===== config.mk =====
export PLATFORM = sky130hd
export DESIGN_NAME = gat_handoff_seq
export DESIGN_NICKNAME = d
export VERILOG_FILES = /design/src/rtl/gat_handoff_seq.sv
export SDC_FILE = /design/constraint.sdc
export NUM_CORES = 1
export LEC_CHECK = 0
export BUFFER_PORTS_ARGS = -buffer_cell sky130_fd_sc_hd__buf_2
export CORE_MARGIN = 8
export CORE_UTILIZATION = 55
export CTS_CLUSTER_DIAMETER = 80
export DETAILED_ROUTE_END_ITERATION = 10
export PLACE_DENSITY_LB_ADDON = 0.05
export SYNTH_ARGS = -nofsm -noshare
export SYNTH_HDL_FRONTEND = slang
export SYNTH_SLANG_ARGS = --single-unit

===== constraint.sdc =====
create_clock -name clk -period 2.2 [get_ports clk]
set_input_delay 0.22 -clock clk [delete_from_list [all_inputs] [get_ports clk]]
set_output_delay 0.22 -clock clk [all_outputs]
set_load 0.02 [all_outputs]

===== src/rtl/gat_handoff_seq.sv =====
module gat_handoff_seq #(
  parameter int SYNC_STAGES = 2,
  parameter int TMO_CYCLES  = 210
) (
  input  logic clk,
  input  logic rst_n,
  input  logic hold_req,
  input  logic cycle_busy,
  input  logic self_locked,
  input  logic ctl_strobe,
  input  logic is_refresh,
  input  logic mem_ack,
  input  logic sys_gnt,
  input  logic sys_lock,
  input  logic gat_en,
  output logic hold_ack,
  output logic float_en,
  output logic new_cyc_block,
  output logic mem_req,
  output logic flush_req,
  output logic sys_req,
  output logic ret_strobe,
  output logic timeout
);
  localparam int CW = $clog2(TMO_CYCLES + 1);

  typedef enum logic [2:0] {S_IDLE, S_HELD, S_REFR, S_MEMW, S_ARB, S_LOCKW, S_OWN} st_t;

  st_t st, nx;
  logic [SYNC_STAGES-1:0] ack_sync;
  logic ack_s, gat_q, ret_q, waiting, owning;
  logic [CW-1:0] cnt;

  assign ack_s = ack_sync[SYNC_STAGES-1];

  always_comb begin
    nx = st;
    if (st != S_IDLE && !hold_req) nx = S_IDLE;
    else begin
      case (st)
        S_IDLE:  if (hold_req && !cycle_busy && !self_locked) nx = S_HELD;
        S_HELD:  if (ctl_strobe) begin
                   if (is_refresh)   nx = S_REFR;
                   else if (gat_en)  nx = S_MEMW;
                   else if (sys_lock) nx = S_LOCKW;
                   else              nx = S_ARB;
                 end
        S_MEMW:  if (ack_s) nx = sys_lock ? S_LOCKW : S_ARB;
        S_ARB:   if (sys_gnt) nx = sys_lock ? S_LOCKW : S_OWN;
        S_LOCKW: if (!sys_lock) nx = S_ARB;
        default: nx = st;
      endcase
    end
  end

  always_ff @(posedge clk) begin
    if (!rst_n) begin
      st       <= S_IDLE;
      ack_sync <= '0;
      gat_q    <= 1'b0;
      ret_q    <= 1'b0;
      cnt      <= '0;
    end else begin
      st       <= nx;
      ack_sync <= {ack_sync[SYNC_STAGES-2:0], mem_ack};
      ret_q    <= (st == S_ARB) && (nx == S_OWN);
      if (st == S_IDLE) gat_q <= 1'b0;
      else if (st == S_HELD && ctl_strobe) gat_q <= gat_en && !is_refresh;
      if (!waiting) cnt <= '0;
      else if (cnt != CW'(TMO_CYCLES)) cnt <= cnt + 1'b1;
    end
  end

  assign waiting       = (st == S_MEMW) || (st == S_ARB) || (st == S_LOCKW);
  assign owning        = (st == S_OWN);
  assign hold_ack      = (st != S_IDLE);
  assign float_en      = hold_ack;
  assign new_cyc_block = hold_ack || hold_req;
  assign mem_req       = gat_q && (waiting || owning);
  assign flush_req     = mem_req;
  assign sys_req       = (st == S_ARB) || owning;
  assign ret_strobe    = ret_q;
  assign timeout       = waiting && (cnt == CW'(TMO_CYCLES));
endmodule


==> impl_metrics.csv <==
group,metric,value,unit
floorplan,dieArea,2960,um2
grt,first_global_vias,618,
route,ant_nets,0,
synth,syn_nets,107,
synth,synth.yosys.seq_area_share,37.0,%
worst_hold_path,min_path_type,"in -> reg",
timing,holdWs,0.142,ns
route,wl,1510,um
clock_tree,ctsHoldBuffers,0,
setup_path,timing.rr.end,"cnt[1]$_SDFFE_PN0N_",
synth,synth_top_cell_by_area,"dfxtp_1",
setup_path,cp_max_fo,6,
floorplan,io-pin-count,19,
clock_tree,post_cts_resize_count,0,
clock_tree,clk_latency,0.28,ns
cells_and_area,final_cell_mix,"18 x buf_2, 15 x dfxtp_1, 13 x nor2_1",
synth,yosysUniqueCellTypes,34,
worst_hold_path,min_from,"mem_ack",
timing,rsz0062_at_grt,"false",
pwr,powerDensity,536,nW/um2
synth,syn_area_per_cell,8.63,um2
grt,grt_pass1_wl,2730,um
timing,setup-tns-final,0,ns
floorplan,rows,14,
synth,yosys_most_used_dff,"dfxtp_1",
clock_tree,clock_sinks,15,
grt,antenna_found_initial,0,
clock_tree,path_clk_slew,0.09,ns
timing,worst_pin_slew,0.487,ns
synth,synth_warnings,0,
timing,finalCritPeriodShare,84.2,%
timing,setup_violations,0,
synth,synthesis.instances,94,
cells_and_area,final_common_cell,"buf_2",
synth,yosys-top-cells-area,"dfxtp_1 37%, nor2_1 6.0%, xor2_1 5.4%, nand3_1 4.3%, ha_1 3.1%",
cells_and_area,drive_gt1_share,26.1,%
setup_path,start_kind,"flip-flop",
route,wl_per_cell,11.9,um
setup_path,ff2ff_setup_slack,0.79,ns
clock_tree,clockBufferDepth,2,
clock_tree,root_buffer,"clkbuf_4",
timing,finalClockSkew,0.000844,ns
clock_tree,post_cts_buffers,0,
place,hpwl,1190,um
pwr,p_comb_share,10.1,%
pwr,internal_power,364,uW
grt,grt_max_degree,12,
timing,slew-limit-headroom,67.3,%
timing,min_period,1.85,ns
place,gp_congestion,0.850,
route,vias,679,
route,vias_per_cell,5.35,
timing,drv_slew,0,
clock_tree,htree_levels,1,
floorplan,start_util,56.4,%
worst_hold_path,hold_path_depth,2,
clock_tree,cts_made_buffers,3,
synth,ys_ff_latch,15,
place,place_ws,0.676,ns
setup_path,crit_path_end_kind,"output pin",
grt,overflow,0,
place,port_buffers,18,
synth,netlist_area,811,um2
cells_and_area,syn2layout_area_growth,12.2,%
run_status,status,"complete, no violations",
floorplan,die_h,54.4,um
synth,synth_edf_count,0,
synth,async_flop_share,0,%
setup_path,rr_worst_depth,6,
grt,grt_usage,12.5,%
cells_and_area,fin_cells,127,
clock_tree,cts_tree,"done",
pwr,irDropWorstVdd,372,uV
route,drt_iter0_drc,27,
pwr,netSwitchingFraction,25.4,%
synth,synth_top_area_share,37.0,%
cells_and_area,layout.nets,125,
place,numPlacedInstances,123,
setup_path,critPathKind,"reg -> out",
route,drc,0,
route,firstDrtPassIters,4,
pwr,switchingPower,124,uW
timing,max_freq,540,MHz
pwr,p_leak,0.426,nW
cells_and_area,antenna_cells,0,
timing,postLayoutSetupSlackWorst,0.348,ns
setup_path,crit_start,"cnt[1]$_SDFFE_PN0N_",
pwr,p_clk_share,32.2,%
floorplan,fp.dieW,54.4,um
floorplan,coreArea,1440,um2
pwr,power,488,uW
pwr,pwr-share-seq,57.7,%
timing,hold_viol,0,
setup_path,worstPathRequired,1.98,ns
setup_path,worstPathArrival,1.63,ns
setup_path,worstReg2RegStart,"cnt[0]$_SDFFE_PN0N_",
worst_hold_path,worst_hold_path.endpoint,"ack_sync[0]$_SDFF_PN0_",
job,maxCapViolCount,0,
[final cells by class]
type | instances | area (um2)
well taps | 16 | 20.0
inverters | 5 | 18.8
repair buffers | 18 | 90.1
clock inverters | 1 | 5.00
multi-input cells | 69 | 453
flip-flops and latches | 15 | 300
clock buffers | 3 | 22.5
fillers | 128 | 527
[routing by layer]
metal / vias to the layer above / global-route usage (%) / share of wire [%]
li1: 359 / - / -
met1: 294 / 16.5 / 52
met2: 24 / 17.0 / 40
met3: 2 / 4.35 / 7.1
met4: 0 / 7.38 / 1.1
met5: - / 0 / 0
[worst max-delay path by stage]
stage / end / slack [ns] / depth (start not counted)
floorplan: mem_req / 0.57 / 5
CTS: timeout / 0.35 / 5
detailed placement: timeout / 0.68 / 5
global route: timeout / 0.23 / 5
global placement: timeout / 0.71 / 5
finish: timeout / 0.35 / 5
[Yosys cell counts, types with 2 or more instances]
master	count
dfxtp_1	15
nor2_1	13
nand3_1	7
xor2_1	5
a21oi_1	4
inv_1	4
nand2_1	4
o21ai_0	4
a31oi_1	3
and3_1	3
buf_4	3
and2_1	2
ha_1	2
nand2b_1	2
nor2b_1	2
nor3_1	2
xnor2_1	2
[sequential cells by signal, indices dropped and copies added, names as in the netlist]
register and flops:
ret_strobe 1, ack_sync 2, gat_q 1, cnt 8, st 3
[metrics by stage]
step | instance area [um2] | util [%]
2_1_floorplan | 811 | -
3_3_place_gp | 882 | 61.4
3_5_place_dp | 882 | 61.4
4_1_cts | 910 | 63.3
5_1_grt | 910 | 63.3
6_report | 910 | 63.3
[cells by family after synthesis]
group / count (synthesis) / share of synthesized area, %
fa+ha+maj: 2 / 3.09
flops: 15 / 37.0
xor+xnor: 7 / 7.56
simple gates: 40 / 27.9
buf+inv: 10 / 7.10
compound gates: 19 / 15.4
mux: 1 / 1.85
[worst max-delay path, stage by stage, from the launching register on]
cell and delay (ns):
dfxtp_1 0.43, ha_1 0.17, and4b_1 0.18, nand3_1 0.22, a21oi_1 0.18, buf_2 0.18
[power groups by stage]
stage	registers (mW)	clock network [mW]	logic, mW
after floorplan	0.283	0	0.0366
after global placement	0.288	0	0.0487
after detailed placement	0.288	0	0.0489
after CTS	0.281	0.164	0.0491
after global routing	0.282	0.178	0.0545
final	0.282	0.157	0.0490
Power figures use the tool's default switching activity.
